===== config.mk =====
export PLATFORM = sky130hd
export DESIGN_NAME = sdin_port
export DESIGN_NICKNAME = d
export VERILOG_FILES = /design/src/rtl/sdin_pkg.sv /design/src/rtl/sdin_sync_edge.sv /design/src/rtl/sdin_deser.sv /design/src/rtl/sdin_fifo.sv /design/src/rtl/sdin_mclk_gen.sv /design/src/rtl/sdin_port.sv
export SDC_FILE = /design/constraint.sdc
export NUM_CORES = 1
export LEC_CHECK = 0
export ABC_AREA = 1
export CELL_PAD_IN_SITES_DETAIL_PLACEMENT = 1
export CELL_PAD_IN_SITES_GLOBAL_PLACEMENT = 1
export CORE_MARGIN = 5
export CORE_UTILIZATION = 41
export CTS_CLUSTER_SIZE = 40
export DETAILED_ROUTE_END_ITERATION = 8
export PLACE_DENSITY = 0.68
export SKIP_LAST_GASP = 1
export SLEW_MARGIN = 20
export SYNTH_ARGS = -nofsm -noshare
export SYNTH_HDL_FRONTEND = slang
export SYNTH_HIERARCHICAL = 1
export SYNTH_SLANG_ARGS = --single-unit
export TNS_END_PERCENT = 1

===== constraint.sdc =====
create_clock -name clk -period 4.9 [get_ports clk]
set_input_delay 0.49 -clock clk [delete_from_list [all_inputs] [get_ports clk]]
set_output_delay 0.49 -clock clk [all_outputs]
set_load 0.02 [all_outputs]

===== src/rtl/sdin_pkg.sv =====
package sdin_pkg;
  localparam int BYTE_W = 8;
  localparam int BIT_CW = $clog2(BYTE_W);
  typedef logic [BYTE_W-1:0] byte_t;
endpackage


===== src/rtl/sdin_sync_edge.sv =====
module sdin_sync_edge #(
  parameter int SYNC_STAGES = 2
) (
  input  logic clk,
  input  logic rst_n,
  input  logic raw_clk,
  input  logic raw_dat,
  input  logic raw_sync,
  input  logic fall_sel,
  output logic samp_ev,
  output logic samp_dat,
  output logic samp_sync
);
  localparam int LAST = SYNC_STAGES - 1;

  logic [2:0] chain [SYNC_STAGES];
  logic       clk_prev;

  always_ff @(posedge clk or negedge rst_n) begin
    if (!rst_n) begin
      for (int i = 0; i < SYNC_STAGES; i++) chain[i] <= '0;
      clk_prev <= 1'b0;
    end else begin
      chain[0] <= {raw_sync, raw_dat, raw_clk};
      for (int i = 1; i < SYNC_STAGES; i++) chain[i] <= chain[i-1];
      clk_prev <= chain[LAST][0];
    end
  end

  logic rise_seen, fall_seen;
  always_comb begin
    rise_seen = chain[LAST][0] & ~clk_prev;
    fall_seen = ~chain[LAST][0] & clk_prev;
    samp_ev   = fall_sel ? fall_seen : rise_seen;
    samp_dat  = chain[LAST][1];
    samp_sync = chain[LAST][2];
  end
endmodule


===== src/rtl/sdin_deser.sv =====
module sdin_deser
  import sdin_pkg::*;
(
  input  logic  clk,
  input  logic  rst_n,
  input  logic  samp_ev,
  input  logic  samp_dat,
  input  logic  samp_sync,
  input  logic  lsb_first,
  output logic  byte_vld,
  output byte_t byte_dat
);
  logic [BIT_CW-1:0] bit_cnt;
  logic [BIT_CW-1:0] bit_idx;
  byte_t             shreg;
  byte_t             shreg_nxt;

  always_comb begin
    bit_idx   = samp_sync ? '0 : bit_cnt;
    shreg_nxt = lsb_first ? {samp_dat, shreg[BYTE_W-1:1]}
                          : {shreg[BYTE_W-2:0], samp_dat};
  end

  always_ff @(posedge clk or negedge rst_n) begin
    if (!rst_n) begin
      bit_cnt  <= '0;
      shreg    <= '0;
      byte_vld <= 1'b0;
      byte_dat <= '0;
    end else begin
      byte_vld <= 1'b0;
      if (samp_ev) begin
        shreg <= shreg_nxt;
        if (bit_idx == BIT_CW'(BYTE_W - 1)) begin
          bit_cnt  <= '0;
          byte_vld <= 1'b1;
          byte_dat <= shreg_nxt;
        end else begin
          bit_cnt <= bit_idx + 1'b1;
        end
      end
    end
  end
endmodule


===== src/rtl/sdin_fifo.sv =====
module sdin_fifo #(
  parameter int DEPTH = 64,
  parameter int WIDTH = 8,
  localparam int AW = $clog2(DEPTH),
  localparam int CW = AW + 1
) (
  input  logic             clk,
  input  logic             rst_n,
  input  logic             push,
  input  logic [WIDTH-1:0] push_data,
  input  logic             pop,
  output logic [WIDTH-1:0] head,
  output logic             not_empty,
  output logic             full,
  output logic [CW-1:0]    count,
  output logic             drop
);
  logic [WIDTH-1:0] mem [DEPTH];
  logic [AW-1:0]    wptr, rptr;
  logic             push_ok, pop_ok;

  always_comb begin
    full      = (count == CW'(DEPTH));
    not_empty = (count != '0);
    push_ok   = push & ~full;
    pop_ok    = pop & not_empty;
    head      = mem[rptr];
  end

  always_ff @(posedge clk) begin
    if (push_ok) mem[wptr] <= push_data;
  end

  always_ff @(posedge clk or negedge rst_n) begin
    if (!rst_n) begin
      wptr  <= '0;
      rptr  <= '0;
      count <= '0;
      drop  <= 1'b0;
    end else begin
      drop <= push & full;
      if (push_ok) wptr <= wptr + 1'b1;
      if (pop_ok)  rptr <= rptr + 1'b1;
      case ({push_ok, pop_ok})
        2'b10:   count <= count + 1'b1;
        2'b01:   count <= count - 1'b1;
        default: count <= count;
      endcase
    end
  end
endmodule


===== src/rtl/sdin_mclk_gen.sv =====
module sdin_mclk_gen #(
  parameter int HALF_SLOW = 24,
  parameter int HALF_FAST = 12,
  localparam int HW = $clog2(HALF_SLOW + 1)
) (
  input  logic clk,
  input  logic rst_n,
  input  logic enable,
  input  logic fast,
  input  logic hold,
  output logic mclk
);
  logic [HW-1:0] div_cnt;
  logic [HW-1:0] div_lim;

  assign div_lim = fast ? HW'(HALF_FAST - 1) : HW'(HALF_SLOW - 1);

  always_ff @(posedge clk or negedge rst_n) begin
    if (!rst_n) begin
      div_cnt <= '0;
      mclk    <= 1'b0;
    end else if (!enable) begin
      div_cnt <= '0;
      mclk    <= 1'b0;
    end else if (!mclk && hold) begin
      div_cnt <= '0;
    end else if (div_cnt >= div_lim) begin
      div_cnt <= '0;
      mclk    <= ~mclk;
    end else begin
      div_cnt <= div_cnt + 1'b1;
    end
  end
endmodule


===== src/rtl/sdin_port.sv =====
module sdin_port
  import sdin_pkg::*;
#(
  parameter int CLK_KHZ     = 24576,
  parameter int SLOW_KHZ    = 512,
  parameter int FAST_KHZ    = 1024,
  parameter int FIFO_DEPTH  = 64,
  parameter int BURST       = 32,
  parameter int SYNC_STAGES = 2
) (
  input  logic              clk,
  input  logic              rst_n,
  input  logic              cfg_master,
  input  logic              cfg_fast_clk,
  input  logic              cfg_fall_edge,
  input  logic              cfg_lsb_first,
  input  logic              ser_clk_in,
  input  logic              ser_dat,
  input  logic              ser_sync,
  output logic              ser_clk_out,
  output logic              data_req,
  output logic              out_valid,
  input  logic              out_ready,
  output logic [BYTE_W-1:0] out_data,
  output logic              drop_pulse
);
  localparam int HALF_SLOW = CLK_KHZ / (2 * SLOW_KHZ);
  localparam int HALF_FAST = CLK_KHZ / (2 * FAST_KHZ);
  localparam int CW        = $clog2(FIFO_DEPTH) + 1;

  logic    mclk, dclk_sel;
  logic    samp_ev, samp_dat, samp_sync;
  logic    byte_vld;
  byte_t   byte_dat;
  logic    fifo_full;
  logic [CW-1:0] fifo_cnt;
  logic [CW-1:0] fifo_free;

  sdin_mclk_gen #(
    .HALF_SLOW(HALF_SLOW),
    .HALF_FAST(HALF_FAST)
  ) mclk_i (
    .clk(clk), .rst_n(rst_n), .enable(cfg_master), .fast(cfg_fast_clk),
    .hold(fifo_full), .mclk(mclk)
  );

  assign dclk_sel    = cfg_master ? mclk : ser_clk_in;
  assign ser_clk_out = mclk;

  sdin_sync_edge #(.SYNC_STAGES(SYNC_STAGES)) sync_i (
    .clk(clk), .rst_n(rst_n), .raw_clk(dclk_sel), .raw_dat(ser_dat),
    .raw_sync(ser_sync), .fall_sel(cfg_fall_edge), .samp_ev(samp_ev),
    .samp_dat(samp_dat), .samp_sync(samp_sync)
  );

  sdin_deser deser_i (
    .clk(clk), .rst_n(rst_n), .samp_ev(samp_ev), .samp_dat(samp_dat),
    .samp_sync(samp_sync), .lsb_first(cfg_lsb_first),
    .byte_vld(byte_vld), .byte_dat(byte_dat)
  );

  sdin_fifo #(.DEPTH(FIFO_DEPTH), .WIDTH(BYTE_W)) fifo_i (
    .clk(clk), .rst_n(rst_n), .push(byte_vld), .push_data(byte_dat),
    .pop(out_ready), .head(out_data), .not_empty(out_valid),
    .full(fifo_full), .count(fifo_cnt), .drop(drop_pulse)
  );

  assign fifo_free = CW'(FIFO_DEPTH) - fifo_cnt;
  assign data_req  = (fifo_free >= CW'(BURST));
endmodule


Word level (Yosys, flattened, before mapping)
Memories as Yosys holds them, arrays and structs flattened.
Index checks and enable logic that the tools add are counted.

storage, ports and cells
  memories kept = 1
  memory bits (writable) = 512
  logic and storage cells = 61
  flip-flop bits (word level) = 53
  output and inout port bits = 12
  input port bits = 10

cells by class
  order comparisons = 2
  reductions and logical operators = 6
  bitwise operators = 9
  multiplexer cells = 17
  equality and inequality tests = 6
  add/sub/neg operators = 7

memories
  name        words  width  rd ports  clocked after memory_dff  write ports  line             RTL
  fifo_i.mem  64     8      1         0                         1            sdin_fifo.sv:18  logic [WIDTH-1:0] mem [DEPTH];

operators by type and width
  cell                                                                   number
  5-bit 2-to-1 mux                                                       4
  7-bit one-hot mux with 2 select lines                                  1
  6-bit by 1-bit adder with 6-bit output, second input constant          2
  1-bit 2-to-1 mux                                                       9
  8-bit 2-to-1 mux                                                       1
  7-bit by 1-bit adder with 7-bit output, second input constant          1
  7-bit == test, second input constant                                   1
  7-bit by 6-bit >= comparator with 1-bit output, second input constant  1
  7-bit nonzero test                                                     1
  7-bit by 1-bit subtractor with 7-bit output, second input constant     1
  7-bit subtractor, first input constant                                 1
  3-bit 2-to-1 mux                                                       2
  5-bit by 1-bit adder with 5-bit output, second input constant          1
  1-bit bitwise AND                                                      5
  5-bit >= comparator                                                    1
  1-bit inverter                                                         4
  2-bit AND reduction                                                    2
  3-bit by 1-bit adder with 3-bit output, second input constant          1
  3-bit == test, second input constant                                   1
  2-bit by 1-bit == test with 1-bit output, second input constant        1
  2-bit == test, second input constant                                   1
  2-bit by 1-bit != test with 1-bit output, second input constant        1
  2-bit != test, second input constant                                   1
  2-bit nonzero test                                                     1
  other kinds (2)                                                        2

Depth between registers and ports, before layout
  depth in word-level cells = 5
  mapped depth = 15
  mapped depth without buffers = 15

Modules after synthesis
The synthesis kept the hierarchy.

modules (own cells, without submodules)
  module          instances  sequential area each (µm²)  area each (µm²)  cells each
  sdin_fifo       1          15875.2                     22780.6          2114
  sdin_deser      1          500.5                       880.8            112
  sdin_mclk_gen   1          150.1                       360.3            43
  sdin_sync_edge  1          175.2                       200.2            13
  sdin_port       1          0.0                         55.1             11

Least setup slack after synthesis
No wires, ideal clock.

  kind = register to register
  start point = register fifo_i.count[0]
  end point = register fifo_i.count[6]
  data arrival time = 2.395 ns
  buffers on the path = 0
  slack = 2.422 ns
  clock period less this slack = 2.478 ns
  data required time = 4.817 ns
  cell stages (with the launch flop) = 16
  library setup time = 0.083 ns
  cells stage by stage = dfrtp_1 inv_1 nand4_2 inv_1 nand3_1 nand2_1 inv_2 ha_1 ha_1 inv_1 o21bai_1 nand2_1 nand3_1 xor2_1 nand2_1 o21ai_0

between the ends
  elaborated cells on any way between the ends = 11
  classes of those cells = add/sub (2); eq/ne (3); mux (1); bitwise (3); reduce/logical (2)

RTL lines
  item                                                                                line             RTL
  start, declared                                                                     sdin_fifo.sv:15  output logic [CW-1:0] count,
  start signal, assigned                                                              sdin_fifo.sv:45  2'b10: count <= count + 1'b1;
  start signal, assigned                                                              sdin_fifo.sv:46  2'b01: count <= count - 1'b1;
  start signal, assigned                                                              sdin_fifo.sv:47  default: count <= count;
  7-bit nonzero test (*)                                                              sdin_fifo.sv:24  not_empty = (count != '0);
  named net out_valid                                                                 sdin_port.sv:22  output logic out_valid,
  1-bit bitwise AND (*)                                                               sdin_fifo.sv:26  pop_ok = pop & not_empty;
  named net fifo_i.pop_ok                                                             sdin_fifo.sv:20  logic push_ok, pop_ok;
  2-bit by 1-bit == test with 1-bit output / 2-bit == test (equally long branches)    sdin_fifo.sv:44  case ({push_ok, pop_ok})
  7-bit one-hot mux with 2 select lines / 2-bit nonzero test (equally long branches)  --

Mark *: on every way through the listed nets, which the timed path passes. The rest lies on a longest branch.
A chain may end at the register's enable or synchronous reset.

Final worst setup path
  start point = register fifo_i.rptr[1]
  end point = output out_data[5]

between the ends
  word-level cells in the longest chain between the ends = 1

RTL lines
  item                    line             RTL
  start, declared         sdin_fifo.sv:19  logic [AW-1:0] wptr, rptr;
  start signal, assigned  sdin_fifo.sv:43  if (pop_ok) rptr <= rptr + 1'b1;
  memory read 64 x 8 bit  --
  end, declared           sdin_port.sv:24  output logic [BYTE_W-1:0] out_data,

No other way between the ends.

==> out/summary.md <==
* Avg Inst Size Synth: 10.6 sq um
* Worst Hold Class: input pin to async pin
* latest clock arrival within the worst-skew pair: 0.62 ns
* estimated wirelength of the detail-placed design: 40.7 mm
* clock skew: 0.0280 ns
* Avg WL per Cell: 21.7 um
* area of the mapped netlist: 0.0243 sq mm
* mux cell area share after synthesis: 0.000464
* number of fill cells: 6,425
* overall fraction of global-route tracks in use: 0.210
* transition time at the pin with the least slew margin: 1.10 ns
* Power Dens Cells: 540 mW/mm^2
* M1 WL: 29.1 mm
* global placement routability congestion: 0.826
* starting utilization of the core area: 0.413
* TritonCTS sink count: 565
* final critical path time including I/O delays and setup: 4.39 ns
* uppermost routed layer: met4
* via count: 16,300
* Post-Route Setup TNS: 0 ns
* highest-count cells in the layout ignoring fill and taps: sky130_fd_sc_hd__nand2_1 (809), sky130_fd_sc_hd__edfxtp_1 (512), sky130_fd_sc_hd__nand3_1 (286)
* number of buffers added for setup after CTS: 0
* number of detailed-route iterations in the first pass: 5
* number of max-cap violations: 0
* area of combinational cells with multiple inputs: 0.00617 sq mm
* sum of met3 wire segment lengths after detailed routing: 3.35 mm
* count of pins over their slew limit: 0
* vias per cell: 5.22
* clock slew at reported path FFs: 0.06 ns
* main combinational cell family by area after synthesis: simple AND/OR/NAND/NOR gates
* number of buffer cells added on primary ports: 21
* via count of the first global-routing pass: 17,300
* unrepaired setup endpoints after global routing: false
* Yosys warning count: 6
* Adder-Cell Fraction of Synth Area: 0.00804
* TritonCTS clock tree: yes
* depth of the CTS H-tree: 2
* area taken by flip-flops and latches: 0.0167 sq mm
* CTS root buf: sky130_fd_sc_hd__clkbuf_16
* Congestion Overflow GR: 0
* count of cell types in the netlist: 40
* normalized max-slew margin: 0.266
* count of non-filler cells in the finished layout: 3,124
* commonest non-fill, non-tap cell in the layout: sky130_fd_sc_hd__nand2_1
* period utilisation layout: 0.895
* final setup violation count: 0
* number of clock buffers inserted by TritonCTS: 60
* area grow syn2layout: 11.3%
* fmax: 228 MHz
* Die Y: 253 um
* area fraction in compound gates after synthesis: 0.0228
* critical setup path kind: flop to primary output
* global-route wire length before repair: 104 mm
* number of standard cells after synthesis: 2,293
* number of nets in the synthesized netlist: 2,318
* wire length after detailed routing: 67.7 mm
* drt first-iter violations: 1,231
* area fraction in and, or, nand and nor cells after synthesis: 0.216
* met2 routed WL: 32.9 mm
* Max Fanout on Critical Path: 69
* maximum number of pins on one net before global-route repair: 151
* CTS-repair resized insts: 0
* I/O pin cnt: 22
* x dimension of the die: 253 um
* total instance count after detailed placement: 3,012
* drc violations: 0
* Die ar.: 0.0642 sq mm
* antenna violations before repair: 1
* worst ir drop on vdd: 0.000533 V
* net count reported at finish: 2,326
* CTS hold repair buffers: 0
* share of the synthesized netlist area taken by xor and xnor gates: 0.00613
* post-route ant nets: 0
* endpoints failing hold: 0
* element type at the critical path start: flop
* type of element capturing the critical path: primary output
* worst-case clock buffer depth: 3
* placed cell areas: 0.0252 sq mm
* required time of the critical path: 4.41 ns
* status: completed
* Layout Cell Area excl Fill: 0.0270 sq mm
* count of state elements after synthesis: 565
* number of rows created at floorplan: 89
* Leakage: 10.7 nW
* share of cells above drive strength 1: 0.0613
* signal arrival time at the worst endpoint: 3.90 ns
* Core Area: 0.0588 sq mm
* register area share after synthesis: 0.688
## final timing paths
path,end,slack [ns],cells past startpoint,start
worst min-delay path,deser_i/shreg[6]$_DFFE_PN0P_,0.03,2,rst_n
worst min register to register,sync_i/chain[0]$_DFF_PN0_,0.35,0,sync_i/chain[3]$_DFF_PN0_
max in group asynchronous,fifo_i/rptr[0]$_DFFE_PN0P_,4.27,2,rst_n
worst max-delay path,out_data[5],0.51,8,fifo_i/rptr[1]$_DFFE_PN0P_
min in group clk,sync_i/chain[4]$_DFF_PN0_,0.32,1,ser_dat
worst max register to register,fifo_i/mem[27][2]$_DFFE_PP_,1.31,6,fifo_i/count[0]$_DFFE_PN0P_
## cells in the mapped netlist
| library cell | n | share of area |
|---|---|---|
| sky130_fd_sc_hd__nand2_1 | 809 | 0.13 |
| sky130_fd_sc_hd__nand4_2 | 1 | 0.00052 |
| sky130_fd_sc_hd__ha_1 | 14 | 0.0072 |
| sky130_fd_sc_hd__buf_4 | 13 | 0.0040 |
| sky130_fd_sc_hd__clkbuf_1 | 20 | 0.0031 |
| sky130_fd_sc_hd__inv_1 | 202 | 0.031 |
| sky130_fd_sc_hd__fa_1 | 1 | 0.00082 |
| sky130_fd_sc_hd__nor3b_1 | 1 | 0.00031 |
| sky130_fd_sc_hd__edfxtp_1 | 512 | 0.63 |
| sky130_fd_sc_hd__mux2_2 | 1 | 0.00046 |
| sky130_fd_sc_hd__buf_6 | 12 | 0.0056 |
| sky130_fd_sc_hd__o21bai_1 | 2 | 0.00062 |
| sky130_fd_sc_hd__nor4_1 | 1 | 0.00026 |
| sky130_fd_sc_hd__nand4_1 | 9 | 0.0023 |
| sky130_fd_sc_hd__o22ai_1 | 1 | 0.00026 |
| sky130_fd_sc_hd__nor3_4 | 1 | 0.00067 |
| sky130_fd_sc_hd__clkinv_2 | 1 | 0.00021 |
| sky130_fd_sc_hd__dfrtp_1 | 53 | 0.055 |
| sky130_fd_sc_hd__xor2_1 | 14 | 0.0051 |
| sky130_fd_sc_hd__clkinv_1 | 3 | 0.00046 |
| sky130_fd_sc_hd__or2_1 | 1 | 0.00026 |
| sky130_fd_sc_hd__o211ai_1 | 24 | 0.0074 |
| sky130_fd_sc_hd__nor2_1 | 161 | 0.025 |
| sky130_fd_sc_hd__nor2_2 | 2 | 0.00052 |
| sky130_fd_sc_hd__a31oi_1 | 1 | 0.00026 |
| sky130_fd_sc_hd__xnor2_1 | 3 | 0.0011 |
| sky130_fd_sc_hd__nand3_1 | 286 | 0.059 |
| sky130_fd_sc_hd__o21ai_0 | 28 | 0.0058 |
| sky130_fd_sc_hd__or2_0 | 1 | 0.00026 |
| sky130_fd_sc_hd__nand2_2 | 1 | 0.00026 |
| sky130_fd_sc_hd__a21boi_2 | 1 | 0.00046 |
| sky130_fd_sc_hd__nand3_2 | 2 | 0.00082 |
| sky130_fd_sc_hd__o21ai_1 | 3 | 0.00062 |
| sky130_fd_sc_hd__nand2_4 | 1 | 0.00046 |
| sky130_fd_sc_hd__nor2_4 | 1 | 0.00046 |
| sky130_fd_sc_hd__nor3_1 | 2 | 0.00041 |
| sky130_fd_sc_hd__buf_2 | 59 | 0.012 |
| sky130_fd_sc_hd__inv_2 | 5 | 0.00077 |
| sky130_fd_sc_hd__a21oi_1 | 36 | 0.0074 |
| sky130_fd_sc_hd__buf_1 | 4 | 0.00062 |
## through the flow
stage / utilization / total power [mW] / hold WS, ns / setup slack [ns]
2_1_floorplan: - / 8.75 / 0.194 / 2.42
3_5_place_dp: 0.428 / 10.4 / 0.337 / 1.20
6_report: 0.459 / 14.6 / 0.0331 / 0.513
5_1_grt: 0.459 / 15.4 / 0.0702 / 0.338
4_1_cts: 0.459 / 14.7 / 0.0367 / 0.523
3_3_place_gp: 0.428 / 10.3 / 0.332 / 1.24
## cells by family after synthesis
| family | after synthesis |
|---|---|
| flip-flops | 565 |
| AO/OA/AOI/OAI | 96 |
| multiplexers | 1 |
| AND/OR/NAND/NOR | 1280 |
| adder cells (fa/ha/maj) | 15 |
| XOR/XNOR | 17 |
| buffers and inverters | 319 |
## cell type report
class,instances,area share
inverter,211,0.0296
multi-input combinational,1409,0.228
antenna,1,0.0000927
sequential,565,0.619
clock buffer,83,0.0622
clock inverter,28,0.00598
timing repair buffer,54,0.0186
tap,773,0.0358
## layer usage
metal,vias to the layer above,global-route usage
met2,376,0.358
met4,0,0.0689
met1,8180,0.277
met3,125,0.0346
li1,7628,-
met5,-,0
## worst max-delay path, cell delays in order (launching register included)
cell                              delay, ns
sky130_fd_sc_hd__dfrtp_4               0.67
sky130_fd_sc_hd__buf_4                 0.73
sky130_fd_sc_hd__o211ai_1              0.19
sky130_fd_sc_hd__nand3_1               0.16
sky130_fd_sc_hd__nand3_1               0.27
sky130_fd_sc_hd__nand2_1               0.16
sky130_fd_sc_hd__nand3_1               0.20
sky130_fd_sc_hd__nand2_1               0.17
sky130_fd_sc_hd__clkdlybuf4s50_1       0.62
## registers in the layout, indices dropped and copies added, names as in the netlist, 3 cells and up
signal and count:
sync_i/chain 4, fifo_i/rptr 6, fifo_i/mem 512, fifo_i/count 7
deser_i/bit_cnt 3, mclk_i/div_cnt 5, deser_i/shreg 8, fifo_i/wptr 6
deser_i/byte_dat 8
## where the power goes
group	total, mW	switching (mW)	internal (mW)	leakage [nW]
registers	5.47	0.169	5.30	4.98
clock network	4.28	1.85	2.43	0.905
logic	4.83	3.43	1.40	4.84
total	14.6	5.45	9.13	10.7
Power figures use the tool's default switching activity.
